## src/rtl/fis_resp_pkg.sv

```systemverilog
package fis_resp_pkg;

    localparam int D2H_LEN = 32;
    localparam int SDB_LEN = 8;
    localparam int CNT_W   = $clog2(D2H_LEN);
    localparam int MAP_W   = 32;
    localparam int CMD_W   = 80;

    localparam logic [7:0] D2H_TYPE_CODE   = 8'h34;
    localparam logic [7:0] SDB_STATUS_MASK = 8'h77;
    localparam logic [7:0] CPL_ERR_STATUS  = 8'h41;
    localparam logic [7:0] CPL_ERR_CODE    = 8'h04;
    localparam int         ATA_ERR_BIT     = 0;

    typedef enum logic [1:0] {
        ST_IDLE = 2'd0,
        ST_D2H  = 2'd1,
        ST_SDB  = 2'd2
    } emit_state_e;

    typedef struct packed {
        logic             ibit;
        logic [7:0]       status;
        logic [7:0]       error;
        logic [CMD_W-1:0] cmd;
    } d2h_snap_t;

    typedef struct packed {
        logic [7:0]       status;
        logic [7:0]       error;
        logic [MAP_W-1:0] map;
    } sdb_snap_t;

    // Command image for the power-on register frame.
    function automatic logic [CMD_W-1:0] power_on_image(input logic packet);
        logic [CMD_W-1:0] img;
        img          = '0;
        img[7:0]     = 8'h01;   // byte 4
        img[71:64]   = 8'h01;   // byte 12
        if (packet) begin
            img[15:8]  = 8'h14; // byte 5
            img[23:16] = 8'hEB; // byte 6
        end
        return img;
    endfunction

endpackage

```

## src/rtl/fis_tag_tracker.sv

```systemverilog
module fis_tag_tracker
    import fis_resp_pkg::*;
#(
    parameter int TAGS = 32
) (
    input  logic                    clk,
    input  logic                    rst_n,
    input  logic                    cmp_req,
    input  logic [$clog2(TAGS)-1:0] cmp_tag,
    input  logic                    cmp_err,
    input  logic                    gate,
    input  logic [TAGS-1:0]         sact_set,
    input  logic                    sact_read,
    output logic [TAGS-1:0]         sact_q,
    output logic [TAGS-1:0]         serr_q,
    output logic [TAGS-1:0]         fin_q,
    output logic [TAGS-1:0]         fin_next
);
    localparam int TAG_W = $clog2(TAGS);

    for (genvar t = 0; t < TAGS; t++) begin : g_tag
        logic hit;
        assign hit         = cmp_req && (cmp_tag == TAG_W'(t));
        // A tag accepted in the same cycle survives a clearing read.
        assign fin_next[t] = (fin_q[t] & ~sact_read) | (hit & gate);

        always_ff @(posedge clk or negedge rst_n) begin
            if (!rst_n) begin
                sact_q[t] <= 1'b0;
                serr_q[t] <= 1'b0;
                fin_q[t]  <= 1'b0;
            end else begin
                sact_q[t] <= (sact_q[t] | sact_set[t]) & ~hit;
                serr_q[t] <= serr_q[t] | (hit & cmp_err);
                fin_q[t]  <= fin_next[t];
            end
        end
    end

endmodule

```

## src/rtl/fis_req_slots.sv

```systemverilog
module fis_req_slots
    import fis_resp_pkg::*;
(
    input  logic      clk,
    input  logic      rst_n,
    input  logic      d2h_acc,
    input  d2h_snap_t d2h_new,
    input  logic      start_d2h,
    input  logic      sdb_acc,
    input  sdb_snap_t sdb_new,
    input  logic      start_sdb,
    output logic      d2h_pend,
    output d2h_snap_t d2h_slot,
    output logic      sdb_pend,
    output sdb_snap_t sdb_slot
);
    // A newly accepted request wins over the start that drains the slot.
    always_ff @(posedge clk or negedge rst_n) begin
        if (!rst_n) begin
            d2h_pend <= 1'b0;
            sdb_pend <= 1'b0;
            d2h_slot <= '0;
            sdb_slot <= '0;
        end else begin
            if (d2h_acc) begin
                d2h_pend <= 1'b1;
                d2h_slot <= d2h_new;
            end else if (start_d2h) begin
                d2h_pend <= 1'b0;
            end
            if (sdb_acc) begin
                sdb_pend <= 1'b1;
                sdb_slot <= sdb_new;
            end else if (start_sdb) begin
                sdb_pend <= 1'b0;
            end
        end
    end

endmodule

```

## src/rtl/fis_byte_gen.sv

```systemverilog
module fis_byte_gen
    import fis_resp_pkg::*;
(
    input  logic             is_sdb,
    input  logic [CNT_W-1:0] idx,
    input  d2h_snap_t        d2h,
    input  sdb_snap_t        sdb,
    output logic [7:0]       byte_o
);
    logic [3:0] rel;

    always_comb begin
        rel    = 4'(idx - CNT_W'(4));
        byte_o = 8'h00;
        if (!is_sdb) begin
            if (idx == CNT_W'(0))                          byte_o = D2H_TYPE_CODE;
            else if (idx == CNT_W'(1))                     byte_o = {1'b0, d2h.ibit, 6'b0};
            else if (idx == CNT_W'(2))                     byte_o = d2h.status;
            else if (idx == CNT_W'(3))                     byte_o = d2h.error;
            else if (idx >= CNT_W'(4) && idx <= CNT_W'(13)) byte_o = d2h.cmd[int'(rel)*8 +: 8];
            else                                           byte_o = 8'h00;
        end else begin
            if (idx == CNT_W'(0))                          byte_o = sdb.error;
            else if (idx == CNT_W'(2))                     byte_o = sdb.status & SDB_STATUS_MASK;
            else if (idx >= CNT_W'(4) && idx <= CNT_W'(7))  byte_o = sdb.map[int'(rel[1:0])*8 +: 8];
            else                                           byte_o = 8'h00;
        end
    end

endmodule

```

## src/rtl/fis_resp_builder.sv

```systemverilog
module fis_resp_builder
    import fis_resp_pkg::*;
#(
    parameter int TAGS     = 32,
    parameter int OFF_W    = 8,
    parameter int D2H_BASE = 'h40,
    parameter int SDB_BASE = 'h60
) (
    input  logic                    clk,
    input  logic                    rst_n,
    input  logic                    rx_en,
    input  logic                    area_valid,
    input  logic                    host_irq_pend,
    input  logic [7:0]              ata_status,
    input  logic [7:0]              ata_error,
    input  logic                    d2h_req,
    input  logic                    d2h_init,
    input  logic                    dev_packet,
    input  logic [79:0]             cmd_bytes,
    input  logic                    cmp_req,
    input  logic [$clog2(TAGS)-1:0] cmp_tag,
    input  logic                    cmp_err,
    input  logic [TAGS-1:0]         sact_set,
    input  logic                    sact_read,
    output logic                    wr_valid,
    output logic [OFF_W-1:0]        wr_off,
    output logic [7:0]              wr_data,
    output logic                    irq_d2h,
    output logic                    irq_tfe,
    output logic                    irq_sdb,
    output logic [TAGS-1:0]         sact,
    output logic [TAGS-1:0]         serr,
    output logic [TAGS-1:0]         fin_map
);
    localparam logic [CNT_W-1:0] D2H_LAST = CNT_W'(D2H_LEN - 1);
    localparam logic [CNT_W-1:0] SDB_LAST = CNT_W'(SDB_LEN - 1);

    logic        gate, d2h_acc, sdb_acc;
    logic        d2h_pend, sdb_pend, start_d2h, start_sdb;
    d2h_snap_t   d2h_new, d2h_slot, d2h_work;
    sdb_snap_t   sdb_new, sdb_slot, sdb_work;
    logic [TAGS-1:0] fin_next;
    emit_state_e state_q, state_d;
    logic [CNT_W-1:0] cnt_q, cnt_d;
    logic [7:0]  byte_val;

    assign gate    = rx_en & area_valid;
    assign d2h_acc = d2h_req & gate;
    assign sdb_acc = cmp_req & gate;

    assign d2h_new.ibit   = host_irq_pend;
    assign d2h_new.status = ata_status;
    assign d2h_new.error  = ata_error;
    assign d2h_new.cmd    = d2h_init ? power_on_image(dev_packet) : cmd_bytes;

    assign sdb_new.status = cmp_err ? CPL_ERR_STATUS : ata_status;
    assign sdb_new.error  = cmp_err ? CPL_ERR_CODE   : ata_error;
    assign sdb_new.map    = MAP_W'(fin_next);

    fis_tag_tracker #(.TAGS(TAGS)) tracker_i (
        .clk      (clk),
        .rst_n    (rst_n),
        .cmp_req  (cmp_req),
        .cmp_tag  (cmp_tag),
        .cmp_err  (cmp_err),
        .gate     (gate),
        .sact_set (sact_set),
        .sact_read(sact_read),
        .sact_q   (sact),
        .serr_q   (serr),
        .fin_q    (fin_map),
        .fin_next (fin_next)
    );

    fis_req_slots slots_i (
        .clk      (clk),
        .rst_n    (rst_n),
        .d2h_acc  (d2h_acc),
        .d2h_new  (d2h_new),
        .start_d2h(start_d2h),
        .sdb_acc  (sdb_acc),
        .sdb_new  (sdb_new),
        .start_sdb(start_sdb),
        .d2h_pend (d2h_pend),
        .d2h_slot (d2h_slot),
        .sdb_pend (sdb_pend),
        .sdb_slot (sdb_slot)
    );

    fis_byte_gen bytes_i (
        .is_sdb(state_q == ST_SDB),
        .idx   (cnt_q),
        .d2h   (d2h_work),
        .sdb   (sdb_work),
        .byte_o(byte_val)
    );

    // Next-state logic
    always_comb begin
        state_d   = state_q;
        cnt_d     = cnt_q;
        start_d2h = 1'b0;
        start_sdb = 1'b0;
        unique case (state_q)
            ST_IDLE: begin
                if (d2h_pend) begin
                    state_d   = ST_D2H;
                    cnt_d     = '0;
                    start_d2h = 1'b1;
                end else if (sdb_pend) begin
                    state_d   = ST_SDB;
                    cnt_d     = '0;
                    start_sdb = 1'b1;
                end
            end
            ST_D2H: begin
                if (cnt_q == D2H_LAST) begin
                    state_d = ST_IDLE;
                    cnt_d   = '0;
                end else begin
                    cnt_d = cnt_q + CNT_W'(1);
                end
            end
            ST_SDB: begin
                if (cnt_q == SDB_LAST) begin
                    state_d = ST_IDLE;
                    cnt_d   = '0;
                end else begin
                    cnt_d = cnt_q + CNT_W'(1);
                end
            end
            default: begin
                state_d = ST_IDLE;
                cnt_d   = '0;
            end
        endcase
    end

    // State register and working snapshots
    always_ff @(posedge clk or negedge rst_n) begin
        if (!rst_n) begin
            state_q  <= ST_IDLE;
            cnt_q    <= '0;
            d2h_work <= '0;
            sdb_work <= '0;
        end else begin
            state_q <= state_d;
            cnt_q   <= cnt_d;
            if (start_d2h) d2h_work <= d2h_slot;
            if (start_sdb) sdb_work <= sdb_slot;
        end
    end

    // Outputs
    always_comb begin
        wr_valid = 1'b0;
        wr_off   = '0;
        wr_data  = 8'h00;
        irq_d2h  = 1'b0;
        irq_tfe  = 1'b0;
        irq_sdb  = 1'b0;
        unique case (state_q)
            ST_IDLE: ;
            ST_D2H: begin
                wr_valid = 1'b1;
                wr_off   = OFF_W'(D2H_BASE) + OFF_W'(cnt_q);
                wr_data  = byte_val;
                if (cnt_q == D2H_LAST) begin
                    irq_d2h = 1'b1;
                    irq_tfe = d2h_work.status[ATA_ERR_BIT];
                end
            end
            ST_SDB: begin
                wr_valid = 1'b1;
                wr_off   = OFF_W'(SDB_BASE) + OFF_W'(cnt_q);
                wr_data  = byte_val;
                irq_sdb  = (cnt_q == SDB_LAST);
            end
            default: ;
        endcase
    end

endmodule

```

## config.mk

```make
export PLATFORM = sky130hd
export DESIGN_NAME = fis_resp_builder
export DESIGN_NICKNAME = d
export VERILOG_FILES = /design/src/rtl/fis_resp_pkg.sv /design/src/rtl/fis_tag_tracker.sv /design/src/rtl/fis_req_slots.sv /design/src/rtl/fis_byte_gen.sv /design/src/rtl/fis_resp_builder.sv
export SDC_FILE = /design/constraint.sdc
export NUM_CORES = 1
export LEC_CHECK = 0
export BUFFER_PORTS_ARGS = -buffer_cell sky130_fd_sc_hd__buf_4
export CAP_MARGIN = 15
export CORE_MARGIN = 8
export CORE_UTILIZATION = 46
export DETAILED_ROUTE_END_ITERATION = 8
export GPL_TIMING_DRIVEN = 1
export PLACE_DENSITY = 0.74
export RECOVER_POWER = 50
export SLEW_MARGIN = 20
export SYNTH_ARGS = -nofsm -noshare
export SYNTH_HDL_FRONTEND = slang
export SYNTH_HIERARCHICAL = 1
export SYNTH_SLANG_ARGS = --single-unit
```

## constraint.sdc

```tcl
create_clock -name clk -period 3.9 [get_ports clk]
set_clock_uncertainty 0.1 [all_clocks]
set_input_delay 0.585 -clock clk [delete_from_list [all_inputs] [get_ports clk]]
set_output_delay 0.585 -clock clk [all_outputs]
set_load 0.01 [all_outputs]
```

==> impl_metrics.toml, run 1 <==
[final_layout]
drive_gt1_share_pct = 44.1
mostFrequentLayoutCells = "dfrtp_1 (388), buf_4 (268), mux2_2 (215), nor2b_1 (93), mux2_4 (71)"
multiInputGateArea_um2 = 6890
n_fill_cell = 3088
fin_nets = 1655
antennaDiodeCount = 0
layout_commonest_cell = "dfrtp_1"
syn2layout_area_growth_pct = 20.6
final_core_util_pct = 56.1
seq_area_um2 = 9790

[power]
power.density_nw_per_um2 = 597
p_leak_uw = 0.00955
vdd_drop_max_mv = 0.329

[route]
postRouteAntennaNets = 0
vias = 11000
wl_per_cell_um = 21.5
drt-initial-drc-count = 750
via_per_inst = 5.39
drcViolationCount = 0
drt_pass1_iterations = 5
drt-total-wl_mm = 43.9

[critical_path]
critPathMaxStageDelay_ns = 0.49
end_kind = "output port"
r2r_slack_ns = 1.48
critPathSlowestCell = "ha_2"
critical-path-top-delay-family = "compound AO/OA/AOI/OAI gates"
crit_type = "reg -> out"
crit_cells = 9
crit_chain = "inv_1, ha_2, nand2b_1, o22ai_2, o221ai_1, o311a_1, a21oi_1, and2_1, buf_4"
crit_buf_inv = 2
crit_path_start_kind = "flip-flop"
arrival_ns = 3.06
critPathRequiredTime_ns = 3.21
cp_max_fo = 13
r2r_cells = 8

[cts]
cts_tree = "built"
root_buffer = "clkbuf_16"
cts.htree.levels = 2
clkLatencyLatePin_ns = 0.54
cts_buffers = 41
cts_max_path_buffers = 3
clkSinkCount = 391
cts.hold.buffers_added = 0
cts.clk_slew.worst_paths_ns = 0.06

[global_route]
grt_max_degree = 116
grt_pass1_vias = 11700
antenna_found_initial = 1
grt.total_usage_pct = 19.6
grt_pass1_wl_mm = 69.1
overflow = 0

[placement]
place.gp.congestion = 0.874
port_buffers = 258
dp_hpwl_mm = 31.4
preCtsSetupSlack_ns = 0.505

[timing]
fmax_mhz = 267
period_minus_slack_ns = 3.74
min_period_over_period_pct = 96.0
rsz0062_at_grt = "false"
worst_pin_slew_ns = 3.09
drv_slew = 158
worst_slack_ns = 0.157
relSlewSlack_pct = -106
finalSetupTns_ns = 0
finalSetupViolCount = 0
timing.final.hold_violations = 0

[logic_synthesis]
syn-num-nets = 1415
avgSynthCellArea_um2 = 13.8
syn_area_um2 = 17400
synthCells = 1262
yosys_warnings = 6

[floorplan]
dieArea_um2 = 44400
die_x_um = 211
rows = 71
core_um2 = 37500
io_pins = 260
start_util_pct = 46.5
die_h_um = 211

[worst_hold_path]
hold_path_depth = 2
hold_class = "in -> reg"

[outcome]
violations = "capacitance limit, slew limit"
outcome = "complete, but fails checks"

[run]
maxCapViolations = 2
==> power by group <==
group / switching (µW) / internal (µW) / leakage, µW
clock: 1590 / 2360 / 0.000674
combinational: 1460 / 1770 / 0.00394
sequential: 533 / 4860 / 0.00494
==> registers in the layout, summed over array words and instances (netlist names) <==
| signal | flops |
|---|---|
| d2h_work | 97 |
| cnt_q | 5 |
| tracker_i/fin_q | 32 |
| tracker_i/serr_q | 32 |
| sdb_work | 46 |
| slots_i/d2h_pend | 1 |
| state_q | 2 |
| slots_i/d2h_slot | 97 |
| slots_i/sdb_pend | 1 |
| slots_i/sdb_slot | 46 |
| tracker_i/sact_q | 32 |
==> area by class of cell <==
cell class                      count  area share (%)
Sequential cell                   391            46.5
Multi-Input combinational cell    735            32.7
Timing Repair Buffer              283            10.4
Clock buffer                       51            5.29
Tap cell                          511            3.04
Clock inverter                     20            1.14
Inverter                           50           0.892
==> final timing paths <==
check,startpoint,end
setup / recovery,cnt_q[3],wr_data[5]
hold / removal,sact_set[8],tracker_i/sact_q[8]
setup reg to reg,cnt_q[1],state_q[0]
hold reg to reg,tracker_i/serr_q[21],tracker_i/serr_q[21]
max in group asynchronous,rst_n,cnt_q[1]
min in group asynchronous,rst_n,tracker_i/serr_q[19]
==> per-stage QoR <==
| step | total power, µW | cell area [µm²] | instances | hold slack (ns) |
|---|---|---|---|---|
| 6_report | 12600 | 21000 | 2041 | 0.164 |
| 5_1_grt | 13100 | 21000 | 2041 | 0.155 |
| 4_1_cts | 12600 | 21100 | 2040 | 0.0728 |
| 3_5_place_dp | 8660 | 19700 | 1969 | 0.363 |
| 3_3_place_gp | 8560 | 19700 | 1969 | 0.361 |
| 2_1_floorplan | 7710 | 17400 | 1262 | 0.189 |
==> timing repair <==
item,CTS,global route
endpoints found under the setup margin,6,7
resized for setup,2,2
setup buffers,0,1
==> metal layers <==
| layer | up-vias | GRT usage, % | routed length (µm) |
|---|---|---|---|
| li1 | 4956 | - | - |
| met1 | 5630 | 26.1 | 19300 |
| met2 | 327 | 31.9 | 21100 |
| met3 | 85 | 3.44 | 2090 |
| met4 | 2 | 7.17 | 1450 |
| met5 | - | 0 | 13 |
Note: power is estimated with default switching activity, not from simulation.
==> inputs of run 2 (changes only) <==
CELL_PAD_IN_SITES_DETAIL_PLACEMENT = 1   (was default)
CELL_PAD_IN_SITES_GLOBAL_PLACEMENT = 1   (was default)
CTS_BUF_LIST = sky130_fd_sc_hd__clkbuf_8   (was default)
PLACE_DENSITY = 0.86   (was 0.74)
==> impl_metrics.toml, run 2 (synthesis results as in run 1) <==
[timing]
drv_slew = 106
worst_pin_slew_ns = 2.60
fmax_mhz = 268
min_period_over_period_pct = 95.6
period_minus_slack_ns = 3.73
rsz0062_at_grt = "false"
relSlewSlack_pct = -73.5
timing.final.hold_violations = 0
finalSetupTns_ns = 0
finalSetupViolCount = 0

[worst_hold_path]
hold_class = "in -> reg"

[critical_path]
end_kind = "output port"
cp_max_fo = 13
arrival_ns = 3.04
crit_type = "reg -> out"
crit_path_start_kind = "flip-flop"
critPathRequiredTime_ns = 3.21

[cts]
cts_max_path_buffers = 3
cts.htree.levels = 3
cts_buffers = 67
cts_tree = "built"
root_buffer = "clkbuf_8"
cts.clk_slew.worst_paths_ns = 0.06
clkLatencyLatePin_ns = 0.62
clkSinkCount = 391

[final_layout]
antennaDiodeCount = 0
seq_area_um2 = 9790
multiInputGateArea_um2 = 6880
drive_gt1_share_pct = 43.6
n_fill_cell = 3820
syn2layout_area_growth_pct = 19.9
reg_top3 = "d2h_work (97), slots_i/d2h_slot (97)"
final_cell_area_um2 = 20900
fin_cells = 2089
fin_nets = 1686
mostFrequentLayoutCells = "dfrtp_1 (388), buf_4 (269), mux2_2 (214), nor2b_1 (93), inv_1 (76)"
layout_commonest_cell = "dfrtp_1"

[placement]
place.gp.congestion = 0.858
dp.cells = 1969
post_dp_cell_area_um2 = 19700
port_buffers = 258
dp_hpwl_mm = 36.4

[route]
postRouteAntennaNets = 0
vias = 11600
drt-total-wl_mm = 51.3
drt-initial-drc-count = 712
drcViolationCount = 0
via_per_inst = 5.53
wl_per_cell_um = 24.6
drt_pass1_iterations = 5

[power]
fin_total_pwr_uw = 12200
p_leak_uw = 0.00960
power.density_nw_per_um2 = 583
vdd_drop_max_mv = 0.312

[floorplan]
rows = 71
io_pins = 260
dieArea_um2 = 44400
start_util_pct = 46.5
core_um2 = 37500
die_x_um = 211
die_h_um = 211

[global_route]
grt_pass1_wl_mm = 78.9
antenna_found_initial = 0
grt_pass1_vias = 12900
grt.total_usage_pct = 22.9
overflow = 0
grt_max_degree = 121

[outcome]
outcome = "complete, but fails checks"
violations = "capacitance limit, slew limit"

[run]
maxCapViolations = 3
## run 2: changes by cell type in the layout (fill, tap and decap cells not counted), moves of 2 or more
cell	before	now
clkinvlp_4	1	5
mux2_1	4	10
clkbuf_16	41	0
clkinv_2	11	6
clkbuf_8	5	75
clkbuf_4	0	3
bufinv_16	5	0
buf_12	6	4
inv_1	50	76
mux2_4	71	66
clkbuf_2	5	1
## run 2: area by class of cell
class	count	share of cell area (%)
clock buffer	75	4.93
inverter	50	0.897
multi-input combinational	736	32.9
sequential	391	46.8
timing repair buffer	287	10.5
clock inverter	39	0.873
tap	511	3.06
## run 2: per-layer routing
layer / routed length [µm] / vias to the layer above / track usage (%) / share of wire [%]
met5: 0 / - / 0 / 0
met4: 1850 / 0 / 9.17 / 3.6
met3: 3120 / 101 / 5.77 / 6.1
met2: 25800 / 413 / 38.5 / 50
met1: 20500 / 6017 / 28.0 / 40
li1: - / 5026 / - / -
## run 2: power breakdown
| group | switching [µW] | total [µW] | leakage, µW | internal [µW] |
|---|---|---|---|---|
| clock network | 1660 | 3420 | 0.000711 | 1760 |
| registers | 606 | 5470 | 0.00494 | 4860 |
| logic | 1550 | 3310 | 0.00394 | 1760 |
| total | 3810 | 12200 | 0.00960 | 8390 |
## run 2: path summary, 6_finish.rpt
| check | startpoint | slack [ns] | depth (start not counted) | to |
|---|---|---|---|---|
| worst min register to register | slots_i/d2h_slot[68] | 0.37 | 1 | d2h_work[68] |
| worst max register to register | state_q[0] | 1.48 | 5 | d2h_work[1] |
| max in group asynchronous | rst_n | 0.68 | 4 | tracker_i/sact_q[15] |
| worst max-delay path | cnt_q[3] | 0.17 | 9 | wr_data[2] |
| min in group asynchronous | rst_n | 0.97 | 2 | tracker_i/serr_q[9] |
| worst min-delay path | sact_set[8] | 0.10 | 2 | tracker_i/sact_q[8] |
## run 2: timing repair
action                                  4_1_cts  5_1_grt
gates cloned                                  0        1
pin swaps                                     0        1
hold buffers                                  0        1
resized for setup                             5        2
endpoints found under the setup margin        8        6
buffers inserted                              1        2
hold endpoints to repair                      0       28
## run 2: metrics by stage
| step | hold slack, ns | worst slack [ns] | util, % |
|---|---|---|---|
| after floorplan | 0.189 | 1.15 | - |
| after global placement | 0.359 | 0.554 | 52.6 |
| after detailed placement | 0.364 | 0.273 | 52.6 |
| after CTS | 0.0205 | 0.0709 | 55.9 |
| after global routing | 0.0717 | 0.00390 | 55.8 |
| final | 0.103 | 0.171 | 55.8 |
## run 2: worst max-delay path: stages, from the launching register on
cell and delay (ns):
dfrtp_2 0.49, inv_1 0.18, ha_4 0.39, nand2b_1 0.15, o22ai_1 0.20, nor2_1 0.07, o31a_1 0.32, nor3_1 0.25
and2_1 0.23, buf_4 0.14
==> inputs of run 3 (changes only) <==
==> constraint.sdc (replaced) <==
create_clock -name clk -period 3.9 [get_ports clk]
set_clock_uncertainty 0.1 [all_clocks]
set_input_delay 0.39 -clock clk [delete_from_list [all_inputs] [get_ports clk]]
set_output_delay 0.39 -clock clk [all_outputs]
set_load 0.01 [all_outputs]
==> impl_metrics.toml, run 3 (synthesis results as in run 1) <==
[outcome]
outcome = "complete, but fails checks"
violations = "capacitance limit, slew limit"

[cts]
clkSinkCount = 391
cts_max_path_buffers = 3
cts_buffers = 60
clkLatencyLatePin_ns = 0.63
cts_tree = "built"
cts.htree.levels = 2
root_buffer = "clkbuf_8"
post-cts-setup-buffers = 0
cts.clk_slew.worst_paths_ns = 0.07

[critical_path]
crit_path_start_kind = "flip-flop"
arrival_ns = 3.34
crit_type = "reg -> out"
critPathRequiredTime_ns = 3.41
end_kind = "output port"
cp_max_fo = 24

[global_route]
grt.met1_usage_pct = 30.4
grt_pass1_vias = 13500
overflow = 0
grt_max_degree = 97
busiest_layer = "met2"
grtUsageMet3_pct = 4.38
grt.total_usage_pct = 25.0
use_met2_pct = 43.2
grt_pass1_wl_mm = 85.8
antenna_found_initial = 0

[floorplan]
die_h_um = 211
die_x_um = 211
start_util_pct = 46.5
dieArea_um2 = 44400
core_um2 = 37500
io_pins = 260
rows = 71

[route]
via_per_inst = 5.59
drt-initial-drc-count = 923
vias = 11900
postRouteAntennaNets = 0
drt-total-wl_mm = 55.8
drcViolationCount = 0
drt_pass1_iterations = 5
wl_per_cell_um = 26.2

[placement]
dp_hpwl_mm = 36.5
dp.cells = 1962
port_buffers = 258
post_dp_cell_area_um2 = 19700
place.gp.congestion = 0.880

[final_layout]
reg_top3 = "d2h_work (97), slots_i/d2h_slot (97)"
layout_commonest_cell = "dfrtp_1"
final_core_util_pct = 57.1
fin_cells = 2129
antennaDiodeCount = 0
fin_nets = 1724
syn2layout_area_growth_pct = 22.8
drive_gt1_share_pct = 41.7
mostFrequentLayoutCells = "dfrtp_1 (389), buf_4 (263), mux2_2 (211), nor2b_1 (93), clkbuf_8 (75)"
final_cell_area_um2 = 21400

[power]
p_sw_share_pct = 31.6
seqPwrFrac_pct = 44.2
intPower_uw = 8570
power.net_switching_uw = 3950
pwr-share-clk_pct = 29.1
vdd_drop_max_mv = 0.291
p_leak_uw = 0.00979
p_comb_share_pct = 26.8
fin_total_pwr_uw = 12500
power.density_nw_per_um2 = 584

[timing]
drv_slew = 186
period_minus_slack_ns = 3.83
whs_ns = 0.0121
fmax_mhz = 261
worst_pin_slew_ns = 2.57
timing.final.hold_violations = 0
finalSetupViolCount = 0
min_period_over_period_pct = 98.1
relSlewSlack_pct = -71.0

[worst_hold_path]
hold_class = "in -> reg"

[run]
maxCapViolations = 3
[run 3: changes by cell type in the layout (fill, tap and decap cells not counted), sizes merged, moves of 3 or more]
cell         previous run  this run
dlygate4sd3             1        58
clkinv                  6        12
buf                   275       268
clkbuf                 86        82
clkinvlp                5         1
inv                    78        68
bufinv                  0         3
[run 3: metal layers]
layer	share of wire (%)	wire length [µm]
met1	40	22200
met2	51	28400
met3	4.7	2640
met4	4.6	2590
met5	0	0
[run 3: power by group through the flow]
stage	Clock [µW]	Combinational [µW]	Sequential, µW
after global placement	0	3090	5490
final	3640	3350	5530
after floorplan	0	2460	5240
after CTS	3650	3370	5510
after detailed placement	0	3260	5560
after global routing	3850	3560	5610
[run 3: critical path: stages, from the launching register on]
cell	delay [ns]
dfrtp_1	0.50
inv_1	0.24
ha_2	0.26
and2b_2	0.44
nand2b_1	0.29
o21ai_0	0.28
a21oi_1	0.07
nor3_1	0.26
and2_1	0.22
buf_4	0.14
[run 3: worst paths after layout]
path | from | to | slack [ns] | depth (start not counted)
worst max-delay path | cnt_q[3] | wr_data[2] | 0.07 | 9
worst min-delay path | cmd_bytes[74] | slots_i/d2h_slot[74] | 0.01 | 3
worst max register to register | cnt_q[0] | state_q[1] | 1.36 | 7
worst min register to register | tracker_i/serr_q[20] | tracker_i/serr_q[20] | 0.38 | 1
max in group asynchronous | rst_n | slots_i/d2h_slot[71] | 0.86 | 3
min in group asynchronous | rst_n | slots_i/d2h_slot[28] | 0.96 | 2
[run 3: metrics by stage]
stage / setup WS (ns) / TNS [ns]
CTS: 0.0683 / 0
detailed placement: 0.600 / 0
global placement: 0.784 / 0
floorplan: 1.34 / 0
global route: -0.0272 / -0.0600
finish: 0.0727 / 0
[run 3: repair_timing]
item / in CTS / in global routing
hold endpoints to repair: 152 / 0
hold buffers: 58 / 0
endpoints found under the setup margin: 6 / 8
gates resized for setup: 1 / 2
[run 3: layout make-up]
type | instances | area, µm²
fill | 3707 | 16100
sequential | 391 | 9790
multi-input combinational | 735 | 6850
timing repair buffer | 333 | 2690
clock buffer | 75 | 1030
tap | 511 | 639
clock inverter | 34 | 241
inverter | 50 | 188
